[src/rtl/vreq_pkg.sv]
package vreq_pkg;
  localparam logic [7:0] RT_HOST_WR = 8'h40;
  localparam logic [7:0] RT_HOST_RD = 8'hC0;

  localparam logic [7:0] OP_MSR_GET = 8'd2;
  localparam logic [7:0] OP_DIV_SET = 8'd5;
  localparam logic [7:0] OP_LCR_GET = 8'd6;
  localparam logic [7:0] OP_LCR_SET = 8'd7;
  localparam logic [7:0] OP_MCR_SET = 8'd10;
  localparam logic [7:0] OP_AUX_SET = 8'd11;
  localparam logic [7:0] OP_CTS_SET = 8'd12;

  localparam int STB_LCR = 0;
  localparam int STB_MCR = 1;
  localparam int STB_DIV = 2;
  localparam int STB_CTS = 3;
  localparam int STB_N   = 4;

  typedef enum logic [2:0] {
    K_BAD, K_DIV, K_LCR_W, K_MCR_W, K_CTS, K_NOP, K_LCR_R, K_MSR_R
  } req_kind_e;

  function automatic logic kind_has_payload(req_kind_e k);
    return (k == K_DIV) || (k == K_LCR_W) || (k == K_MCR_W) ||
           (k == K_CTS) || (k == K_NOP);
  endfunction
endpackage

[src/rtl/vreq_classify.sv]
module vreq_classify
  import vreq_pkg::*;
#(
  parameter int LEN_W     = 16,
  parameter int PAY_BYTES = 4,
  localparam int CNT_W    = $clog2(PAY_BYTES + 1)
) (
  input  logic [7:0]       rtype,
  input  logic [7:0]       code,
  input  logic [LEN_W-1:0] len,
  output req_kind_e        kind,
  output logic [CNT_W-1:0] need
);
  req_kind_e kind_c;

  always_comb begin
    kind_c = K_BAD;
    need   = CNT_W'(1);
    if (rtype == RT_HOST_WR) begin
      case (code)
        OP_DIV_SET: begin kind_c = K_DIV; need = CNT_W'(PAY_BYTES); end
        OP_LCR_SET: kind_c = K_LCR_W;
        OP_MCR_SET: kind_c = K_MCR_W;
        OP_CTS_SET: kind_c = K_CTS;
        OP_AUX_SET: kind_c = K_NOP;
        default:    kind_c = K_BAD;
      endcase
    end else if (rtype == RT_HOST_RD) begin
      case (code)
        OP_LCR_GET: kind_c = K_LCR_R;
        OP_MSR_GET: kind_c = K_MSR_R;
        default:    kind_c = K_BAD;
      endcase
    end
    kind = (len == LEN_W'(need)) ? kind_c : K_BAD;
  end
endmodule

[src/rtl/vreq_seq.sv]
module vreq_seq
  import vreq_pkg::*;
#(
  parameter int PAY_BYTES = 4,
  localparam int CNT_W    = $clog2(PAY_BYTES + 1),
  localparam int PAY_W    = PAY_BYTES * 8
) (
  input  logic             clk,
  input  logic             rst,
  input  logic             setup_valid,
  output logic             setup_ready,
  input  req_kind_e        kind_in,
  input  logic [CNT_W-1:0] need_in,
  input  logic             wdat_valid,
  output logic             wdat_ready,
  input  logic [7:0]       wdat_byte,
  output logic             ev_valid,
  output req_kind_e        ev_kind,
  output logic [PAY_W-1:0] ev_data
);
  typedef enum logic {S_IDLE, S_DATA} st_e;

  st_e              st_q;
  req_kind_e        kind_q;
  logic [CNT_W-1:0] need_q;
  logic [CNT_W-1:0] cnt_q;
  logic [PAY_W-1:0] stage_q;
  logic [PAY_W-1:0] merged;
  logic             setup_fire;
  logic             byte_fire;
  logic             last_byte;

  assign setup_ready = (st_q == S_IDLE);
  assign wdat_ready  = (st_q == S_DATA);
  assign setup_fire  = setup_valid && setup_ready;
  assign byte_fire   = wdat_valid && wdat_ready;
  assign last_byte   = byte_fire && (cnt_q == CNT_W'(need_q - 1'b1));

  always_comb begin
    merged = stage_q;
    merged[int'(cnt_q) * 8 +: 8] = wdat_byte;
    ev_valid = (setup_fire && !kind_has_payload(kind_in)) || last_byte;
    ev_kind  = (st_q == S_IDLE) ? kind_in : kind_q;
    ev_data  = (st_q == S_IDLE) ? '0 : merged;
  end

  always_ff @(posedge clk) begin
    if (rst) begin
      st_q    <= S_IDLE;
      kind_q  <= K_BAD;
      need_q  <= CNT_W'(1);
      cnt_q   <= '0;
      stage_q <= '0;
    end else begin
      case (st_q)
        S_IDLE: if (setup_fire && kind_has_payload(kind_in)) begin
          st_q    <= S_DATA;
          kind_q  <= kind_in;
          need_q  <= need_in;
          cnt_q   <= '0;
          stage_q <= '0;
        end
        default: if (byte_fire) begin
          stage_q <= merged;
          cnt_q   <= cnt_q + 1'b1;
          if (last_byte) st_q <= S_IDLE;
        end
      endcase
    end
  end

  p_cnt_bound_r11: assert property (@(posedge clk) disable iff (rst)
    (st_q == S_DATA) |-> (cnt_q < need_q));
  p_div_full_r6: assert property (@(posedge clk) disable iff (rst)
    (ev_valid && ev_kind == K_DIV) |-> (cnt_q == CNT_W'(PAY_BYTES - 1)));
  p_bad_no_data_r9: assert property (@(posedge clk) disable iff (rst)
    (st_q == S_DATA) |-> (kind_q != K_BAD));
endmodule

[src/rtl/vreq_regs.sv]
module vreq_regs
  import vreq_pkg::*;
#(
  parameter int PAY_BYTES  = 4,
  parameter int REF_RATE   = 115200,
  parameter int RESET_BAUD = 9600,
  localparam int PAY_W     = PAY_BYTES * 8,
  localparam int DIV_RESET = REF_RATE / RESET_BAUD
) (
  input  logic             clk,
  input  logic             rst,
  input  logic             ev_valid,
  input  req_kind_e        ev_kind,
  input  logic [PAY_W-1:0] ev_data,
  input  logic [7:0]       msr_in,
  output logic             rsp_valid,
  output logic             rsp_err,
  output logic [7:0]       rsp_data,
  output logic             msr_rd_stb,
  output logic [STB_N-1:0] wr_stb_q,
  output logic [7:0]       lcr_q,
  output logic [7:0]       mcr_q,
  output logic [PAY_W-1:0] div_q,
  output logic             cts_gate_q
);
  always_ff @(posedge clk) begin
    if (rst) begin
      rsp_valid  <= 1'b0;
      rsp_err    <= 1'b0;
      rsp_data   <= '0;
      msr_rd_stb <= 1'b0;
      wr_stb_q   <= '0;
      lcr_q      <= '0;
      mcr_q      <= '0;
      div_q      <= PAY_W'(DIV_RESET);
      cts_gate_q <= 1'b0;
    end else begin
      rsp_valid  <= ev_valid;
      wr_stb_q   <= '0;
      msr_rd_stb <= 1'b0;
      if (ev_valid) begin
        rsp_err  <= 1'b0;
        rsp_data <= '0;
        case (ev_kind)
          K_DIV:   begin div_q <= ev_data;      wr_stb_q[STB_DIV] <= 1'b1; end
          K_LCR_W: begin lcr_q <= ev_data[7:0]; wr_stb_q[STB_LCR] <= 1'b1; end
          K_MCR_W: begin mcr_q <= ev_data[7:0]; wr_stb_q[STB_MCR] <= 1'b1; end
          K_CTS: begin
            if (ev_data[7:1] == 7'd0) begin
              cts_gate_q        <= ev_data[0];
              wr_stb_q[STB_CTS] <= 1'b1;
            end else begin
              rsp_err <= 1'b1;
            end
          end
          K_NOP:   ;
          K_LCR_R: rsp_data <= lcr_q;
          K_MSR_R: begin rsp_data <= msr_in; msr_rd_stb <= 1'b1; end
          default: rsp_err <= 1'b1;
        endcase
      end
    end
  end

  p_stb_onehot_r10: assert property (@(posedge clk) disable iff (rst)
    $onehot0(wr_stb_q));
  p_stb_needs_ok_r10: assert property (@(posedge clk) disable iff (rst)
    (|wr_stb_q) |-> (rsp_valid && !rsp_err));
  p_lcr_hold_r2: assert property (@(posedge clk) disable iff (rst)
    !wr_stb_q[STB_LCR] |=> $stable(lcr_q) || wr_stb_q[STB_LCR]);
  p_div_hold_r6: assert property (@(posedge clk) disable iff (rst)
    !wr_stb_q[STB_DIV] |=> $stable(div_q) || wr_stb_q[STB_DIV]);
  p_cts_hold_r7: assert property (@(posedge clk) disable iff (rst)
    !wr_stb_q[STB_CTS] |=> $stable(cts_gate_q) || wr_stb_q[STB_CTS]);
  p_msr_with_rsp_r5: assert property (@(posedge clk) disable iff (rst)
    msr_rd_stb |-> (rsp_valid && !rsp_err));
endmodule

[src/rtl/vreq_decoder.sv]
module vreq_decoder
  import vreq_pkg::*;
#(
  parameter int LEN_W      = 16,
  parameter int PAY_BYTES  = 4,
  parameter int REF_RATE   = 115200,
  parameter int RESET_BAUD = 9600,
  localparam int CNT_W     = $clog2(PAY_BYTES + 1),
  localparam int PAY_W     = PAY_BYTES * 8
) (
  input  logic             clk,
  input  logic             rst,
  input  logic             setup_valid,
  output logic             setup_ready,
  input  logic [7:0]       setup_type,
  input  logic [7:0]       setup_code,
  input  logic [LEN_W-1:0] setup_len,
  input  logic             wdat_valid,
  output logic             wdat_ready,
  input  logic [7:0]       wdat_byte,
  input  logic [7:0]       msr_in,
  output logic             rsp_valid,
  output logic             rsp_err,
  output logic [7:0]       rsp_data,
  output logic             msr_rd_stb,
  output logic [STB_N-1:0] reg_wr_stb,
  output logic [7:0]       lcr_q,
  output logic [7:0]       mcr_q,
  output logic [PAY_W-1:0] div_q,
  output logic             cts_gate_q
);
  req_kind_e        kind_w;
  logic [CNT_W-1:0] need_w;
  logic             ev_valid;
  req_kind_e        ev_kind;
  logic [PAY_W-1:0] ev_data;

  vreq_classify #(.LEN_W(LEN_W), .PAY_BYTES(PAY_BYTES)) u_classify (
    .rtype(setup_type), .code(setup_code), .len(setup_len),
    .kind(kind_w), .need(need_w)
  );

  vreq_seq #(.PAY_BYTES(PAY_BYTES)) u_seq (
    .clk(clk), .rst(rst),
    .setup_valid(setup_valid), .setup_ready(setup_ready),
    .kind_in(kind_w), .need_in(need_w),
    .wdat_valid(wdat_valid), .wdat_ready(wdat_ready), .wdat_byte(wdat_byte),
    .ev_valid(ev_valid), .ev_kind(ev_kind), .ev_data(ev_data)
  );

  vreq_regs #(.PAY_BYTES(PAY_BYTES), .REF_RATE(REF_RATE), .RESET_BAUD(RESET_BAUD)) u_regs (
    .clk(clk), .rst(rst),
    .ev_valid(ev_valid), .ev_kind(ev_kind), .ev_data(ev_data), .msr_in(msr_in),
    .rsp_valid(rsp_valid), .rsp_err(rsp_err), .rsp_data(rsp_data),
    .msr_rd_stb(msr_rd_stb), .wr_stb_q(reg_wr_stb),
    .lcr_q(lcr_q), .mcr_q(mcr_q), .div_q(div_q), .cts_gate_q(cts_gate_q)
  );

  p_ready_excl_r10: assert property (@(posedge clk) disable iff (rst)
    !(setup_ready && wdat_ready));
endmodule

[config.mk]
export PLATFORM = sky130hd
export DESIGN_NAME = vreq_decoder
export DESIGN_NICKNAME = d
export VERILOG_FILES = /design/src/rtl/vreq_pkg.sv /design/src/rtl/vreq_classify.sv /design/src/rtl/vreq_seq.sv /design/src/rtl/vreq_regs.sv /design/src/rtl/vreq_decoder.sv
export SDC_FILE = /design/constraint.sdc
export NUM_CORES = 1
export LEC_CHECK = 0
export CAP_MARGIN = 20
export CORE_ASPECT_RATIO = 1.4
export CORE_UTILIZATION = 63
export DETAILED_ROUTE_END_ITERATION = 10
export DONT_BUFFER_PORTS = 1
export PLACE_DENSITY = 0.75
export SLEW_MARGIN = 10
export SYNTH_ARGS = -nofsm -noshare
export SYNTH_HDL_FRONTEND = slang
export SYNTH_SLANG_ARGS = --single-unit
[constraint.sdc]
create_clock -name clk -period 3.4 [get_ports clk]
set_input_delay 0.34 -clock clk [delete_from_list [all_inputs] [get_ports clk]]
set_output_delay 0.34 -clock clk [all_outputs]
set_load 0.02 [all_outputs]
[After elaboration in Yosys (flattened, before gate mapping)]
Index checks and enable logic that the tools add are counted.
Word-level totals
  register bits: 106
  bits in latches: 0
  RAM bits: 0
  bits in read-only memories: 0
  input bits: 52
  output and inout port bits: 66
  logic and storage cells: 97
  memories: 0
Operators by class
  $add $sub $neg: 3
  multipliers: 0
  divide/modulo/power cells: 0
  magnitude comparators: 0
  equal/unequal tests: 24
  shifts and indexed selects: 2
  mux-type cells: 28
  bitwise operators: 3
  reductions and logical operators: 22
Operators by type and width (number)
  $mux W32: 4
  $neg A6 Y33: 1
  $shift A8 B33 Y32 const A: 1
  $shiftx A8 B33 Y32: 1
  $bwmux W32: 1
  $mux W3: 9
  $eq A8 B3 Y1 const B: 3
  $eq A8 B4 Y1 const B: 3
  $eq A3 B3 Y1 const B: 6
  $eq A16 B3 Y1: 1
  $pmux W8 S2: 1
  $pmux W3 S5: 1
  $eq A3 B2 Y1 const B: 4
  $mux W1: 10
  $reduce_and A2 Y1: 5
  $eq A8 B2 Y1 const B: 1
  $eq A8 B7 Y1 const B: 1
  $eq A8 B8 Y1 const B: 1
  $logic_not A7 Y1: 1
  $eq A3 B1 Y1 const B: 2
  $pmux W3 S2: 1
  $reduce_or A6 Y1: 1
  $logic_and A1 B1 Y1: 5
  $logic_or A1 B1 Y1: 5
  11 further kinds: 13

[Logic depth before layout (Yosys ltp)]
  word-level depth: 15
  mapped depth: 11
  gate-level depth less buffers: 10

[By module]
Synthesis repeated with hierarchy kept, for this count alone.
Unflattened totals
  cells, all modules: 550
  area, all modules: 4742.0 um^2
By module, submodules not included
  vreq_regs: times used 1, cells each 284, area each 2353.5 um^2, seq. area each 1281.2 um^2
  vreq_seq: times used 1, cells each 229, area each 2130.8 um^2, seq. area each 840.8 um^2
  vreq_classify: times used 1, cells each 37, area each 257.7 um^2, seq. area each 0.0 um^2

[Worst setup path before layout]
Ideal clock, no wire load.
  path type: input to register
  start: in setup_type[1]
  end: reg u_regs.rsp_data[0]
  setup time: 132 ps
  arrival time: 2463 ps
  data required time: 3268 ps
  setup slack: 805 ps
  stages on the path: 8
  path buffers: 1
  cells stage by stage: or4_4 > nor4_4 > nand3_2 > a311o_1 > o211a_4 > buf_6 > a221oi_1 > nor3_1
Between the ends
  word-level cells in the longest chain between the ends: 12
  elaborated cells on any way between the ends: 23
  those cells by class: eq/ne (10); mux (6); reduce/logical (7)
Ends and longest elaborated chain
  start: declaration: RTL line vreq_decoder.sv:15  | input logic [7:0] setup_type,
  $eq A8 B7 Y1 / $eq A8 B8 Y1 (equally long branches): RTL line vreq_classify.sv:19, vreq_classify.sv:28
  $mux W3 (on tied branches): RTL line vreq_classify.sv:19, vreq_classify.sv:28
  $eq A16 B3 Y1 / $mux W3 (equally long branches): RTL line vreq_classify.sv:35, vreq_classify.sv:19
  $mux W3 (*): RTL line vreq_classify.sv:35  | kind = (len == LEN_W'(need)) ? kind_c : K_BAD;
  $eq A3 B1 Y1 / $eq A3 B2 Y1 (equally long branches): RTL line vreq_pkg.sv:24  | return (k == K_DIV) || (k == K_LCR_W) || (k == K_MCR_W) ||
  $logic_or A1 B1 Y1 (3 in a row): RTL line vreq_pkg.sv:24
  $logic_or A1 B1 Y1: RTL line vreq_pkg.sv:25  | (k == K_CTS) || (k == K_NOP);
  $logic_not A1 Y1: RTL line vreq_seq.sv:42  | ev_valid = (setup_fire && !kind_has_payload(kind_in)) || last_byte;
  $logic_and A1 B1 Y1: RTL line vreq_seq.sv:42
  $logic_or A1 B1 Y1: RTL line vreq_seq.sv:42
  end signal: assignment: RTL line vreq_regs.sv:57  | K_LCR_R: rsp_data <= lcr_q;
  end: declaration: RTL line vreq_regs.sv:18  | output logic [7:0] rsp_data,
Mark *: on every way between the ends. The rest lies on a longest branch, timed or not.
A chain may end at the register's enable or synchronous reset.

[Worst setup path in the final report]
  start: reg u_seq.cnt_q[1]
  end: reg u_regs.cts_gate_q
Between the ends
  word-level cells in the longest chain between the ends: 6
  elaborated cells on any way between the ends: 10
  those cells by class: add/sub (1); eq/ne (1); shift (2); mux (2); reduce/logical (4)
Ends and longest elaborated chain
  start: declaration: RTL line vreq_seq.sv:26  | logic [CNT_W-1:0] cnt_q;
  start signal: assignment: RTL line vreq_seq.sv:65  | cnt_q <= cnt_q + 1'b1;
  $neg A6 Y33: RTL line vreq_seq.sv:41  | merged[int'(cnt_q) * 8 +: 8] = wdat_byte;
  $shiftx A8 B33 Y32 / $shift A8 B33 Y32 (equally long branches): RTL line vreq_seq.sv:41
  $bwmux W32: RTL line vreq_seq.sv:41
  $mux W32: RTL line vreq_seq.sv:44  | ev_data = (st_q == S_IDLE) ? '0 : merged;
  $logic_not A7 Y1: RTL line vreq_regs.sv:49  | if (ev_data[7:1] == 7'd0) begin
  $reduce_and A3 Y1 (no line)
  end signal: assignment: RTL line vreq_regs.sv:50  | cts_gate_q <= ev_data[0];
  end: declaration: RTL line vreq_regs.sv:24  | output logic cts_gate_q
Parallel ways exist; a longest one is shown, timed or not.

==> run summary <==
end point of the critical path: u_regs.cts_gate_q$_SDFFE_PP0P_
cell family contributing the most delay on the critical path: simple AND/OR/NAND/NOR gates
placeable core region: 7845 um^2
time the worst path needs with I/O delays and setup: 2.941 ns
GPL Wtd Cong: 0.7963
crit path launch: u_seq.cnt_q[1]$_SDFFE_PP0P_
number of standard cells in the final layout excluding fillers: 667
number of max-cap violations: 0
post-cts repair resize count: 0
DR WL met2: 6307 um
combined global-route utilization of all metal layers: 28.84%
instance count of the mapped netlist: 582
largest fanout on the critical path: 5
buffers inserted during post-CTS setup optimization: 0
buffer levels on the longest clock path: 2
synthesized area per cell: 8.900 um^2
vertical die dimension: 109.3 um
Seq/Total Area, Yosys: 40.58%
Post-synth EDFFs: 0
net count reported at finish: 617
CTS Hold Bufs: 0
CTS tree: done
number of synthesized register bits: 105
Crit path required time: 3.64 ns
first-pass GRT wire length: 19340 um
area added between synthesis and finish: 3.623%
number of failing hold endpoints at the final stage: 0
total power divided by cell area: 374.6 nW/um^2
met3 wire length: 789 um
root buffer cell: sky130_fd_sc_hd__clkbuf_8
highest cell delay on the worst timing path: 0.65 ns
top cell type's share of synthesized area: 40.58%
setup slack of the worst register-to-register path: 0.46 ns
leakage power figure: 1.681 nW
worst slack, placed: 0.4064 ns
horizontal die dimension: 78.64 um
standard cell area after detailed placement: 5196 um^2
Worst Reg-to-Reg Cells: 10
Initial Util: 66.03%
critical path startpoint category: flop
Mapped Nets: 637
antenna diode count: 0
Post-synth ARST share: 0%
part of the cycle the worst path needs: 86.51%
core utilization of the finished layout: 68.42%
dpl cells: 651
final setup slack of the worst path: 0.4587 ns
Final ANT Viol Nets: 0
Setup-failing EPs final: 0
setup repair after global routing missed its margin: false
actual slew at the worst max-slew pin: 0.6544 ns
critical path endpoint category: flop
critical path depth in cells: 10
H-tree depth: 3
maximum number of pins on one net before global-route repair: 111
fraction of final layout cells with drive strength greater than 1: 10.23%
most common cell after layout, fill and taps aside: sky130_fd_sc_hd__dfxtp_1
Met1 Wirelength: 4808 um
CTS sink cnt: 105
sum of overflow across all layers after global routing: 0
clock buffers created by TritonCTS: 9
worst voltage drop across the vdd grid: 0.0002701 V
count of buffering cells on the critical path with inverters included: 1
Critical Path AT: 3.18 ns
Critical-path top delay cell: sky130_fd_sc_hd__or4b_2
result of the run: completed
r2r endpoint: u_regs.cts_gate_q$_SDFFE_PP0P_
total die area: 8594 um^2
number of violations reported at the end of detailed-routing iteration 0: 235
cell area after layout: 5368 um^2
clk_skew: 0.01656 ns
dominant register cell in the synthesized netlist: sky130_fd_sc_hd__dfxtp_1
synth unique cells: 67
FMAX: 340.0 MHz
top sig layer: met4
number of top-level design ports: 118
cell chain of the critical path: inv_1 -> ha_1 -> ha_1 -> or4b_2 -> o21ai_0 -> a21oi_1 -> nor3_1 -> nand4_1 -> o21ai_0 -> o31ai_1
highest-count cells in the layout ignoring fill and taps: 105 x sky130_fd_sc_hd__dfxtp_1, 62 x sky130_fd_sc_hd__nor2_1, 55 x sky130_fd_sc_hd__mux2i_1
number of warning messages in the yosys log: 0
total wire length after detailed routing: 12200 um
setup total negative slack: 0 ns
number of antenna violations at the first check in global routing: 0
clock latency of the later-clocked register in the worst-skew pair: 0.38 ns
launch instance of the worst min-delay path: rst
routed vias: 4302
worst reg2reg path startpoint: u_seq.cnt_q[1]$_SDFFE_PP0P_
mean number of vias per cell: 6.450
top cells by area, synth: sky130_fd_sc_hd__dfxtp_1 41%, sky130_fd_sc_hd__mux2i_1 11%, sky130_fd_sc_hd__a21oi_1 5.0%, sky130_fd_sc_hd__nor2_1 4.5%, sky130_fd_sc_hd__o21ai_0 3.3%
number of remaining DRC errors: 0
routed wire length per instance: 18.29 um
Cell Rows: 38
number of input and output port buffers inserted: 0
clock slew at reported path FFs: 0.10 ns
number of global-route vias before repair: 4173
estimated wirelength of the detail-placed design: 8537 um
drt pass-1 iters: 5
max_slew headroom: 56.32%
post-synth design cell area: 5180 um^2
most area-hungry cell type in the Yosys netlist: sky130_fd_sc_hd__dfxtp_1
min-delay worst type: in2reg
type of the worst setup path: reg2reg
Slew Viols, Final: 0
-- layer usage --
layer	GRT usage (%)	vias to the layer above
met5	0	-
li1	-	2074
met3	7.552	28
met1	32.18	2038
met4	12.04	0
met2	51.55	162
-- kinds of logic (layout without fill, tap and decap cells) --
| kind of cell | Yosys count | in the layout | share of synthesized area [%] |
|---|---|---|---|
| and+or+nand+nor | 236 | 236 | 26.21 |
| AOI/OAI and AO/OA | 122 | 122 | 15.07 |
| DFF | 105 | 105 | 40.58 |
| muxes | 64 | 64 | 12.63 |
| buffers and inverters | 50 | 35 | 4.444 |
| adders and majority gates | 3 | 3 | 0.7247 |
| xor gates and xnor gates | 2 | 2 | 0.3382 |
-- how the worst min path moves through the flow --
stage                                      end  slack [ns]  cells past startpoint
2_1_floorplan     u_seq.kind_q[2]$_SDFFE_PP0P_        0.45                      2
3_3_place_gp       u_regs.rsp_err$_SDFFE_PP0N_        0.42                      1
3_5_place_dp       u_regs.rsp_err$_SDFFE_PP0N_        0.42                      1
4_1_cts          u_regs.div_q[19]$_SDFFE_PP0P_        0.01                      1
5_1_grt        u_regs.rsp_data[5]$_SDFFE_PP0N_        0.01                      1
6_report       u_regs.rsp_data[5]$_SDFFE_PP0N_        0.03                      1
-- stage by stage --
step / hold WS [ns] / power, mW
6_report: 0.03325 / 2.011
5_1_grt: 0.01038 / 2.088
4_1_cts: 0.01498 / 2.025
3_5_place_dp: 0.4226 / 1.342
3_3_place_gp: 0.4214 / 1.339
2_1_floorplan: 0.4515 / 1.349
-- area by class of cell --
| type | count | area, um^2 |
|---|---|---|
| Clock buffer | 12 | 145.1 |
| Clock inverter | 4 | 26.28 |
| Timing Repair Buffer | 8 | 72.57 |
| Sequential cell | 105 | 2102 |
| Inverter | 11 | 41.29 |
| Fill cell | 670 | 2477 |
| Tap cell | 100 | 125.1 |
| Multi-Input combinational cell | 427 | 2855 |
-- state kept, by name, summed over array words and instances (netlist names) --
name	count
u_seq.need_q	2
u_regs.div_q	32
u_regs.rsp_valid	1
u_seq.kind_q	3
u_regs.mcr_q	8
u_seq.cnt_q	3
u_regs.lcr_q	8
u_seq.wdat_ready	1
u_regs.rsp_err	1
u_regs.msr_rd_stb	1
u_regs.cts_gate_q	1
u_seq.stage_q	32
u_regs.wr_stb_q	4
u_regs.rsp_data	8
-- cell usage after synthesis, types with 11 or more instances --
cell                       count
sky130_fd_sc_hd__dfxtp_1     105
sky130_fd_sc_hd__nor2_1       62
sky130_fd_sc_hd__mux2i_1      55
sky130_fd_sc_hd__a21oi_1      52
sky130_fd_sc_hd__o21ai_0      34
sky130_fd_sc_hd__nand2_1      32
sky130_fd_sc_hd__nand4_1      27
sky130_fd_sc_hd__nand3_1      26
sky130_fd_sc_hd__nand2b_1     23
sky130_fd_sc_hd__clkbuf_1     22
sky130_fd_sc_hd__nor3_1       13
sky130_fd_sc_hd__inv_1        11
-- report_power, final --
part,total [mW],switching [mW],internal (mW)
clock network,0.697,0.410,0.287
logic,0.0678,0.0383,0.0295
registers,1.25,0.0108,1.23
-- worst register-to-register path, stage by stage, from the launching register on --
cell and delay (ns):
sky130_fd_sc_hd__dfxtp_1 0.41, sky130_fd_sc_hd__inv_1 0.11, sky130_fd_sc_hd__ha_1 0.20, sky130_fd_sc_hd__ha_1 0.29
sky130_fd_sc_hd__or4b_2 0.65, sky130_fd_sc_hd__o21ai_0 0.17, sky130_fd_sc_hd__a21oi_1 0.16, sky130_fd_sc_hd__nor3_1 0.35
sky130_fd_sc_hd__nand4_1 0.21, sky130_fd_sc_hd__o21ai_0 0.19, sky130_fd_sc_hd__o31ai_1 0.09
Power figures use the tool's default switching activity.
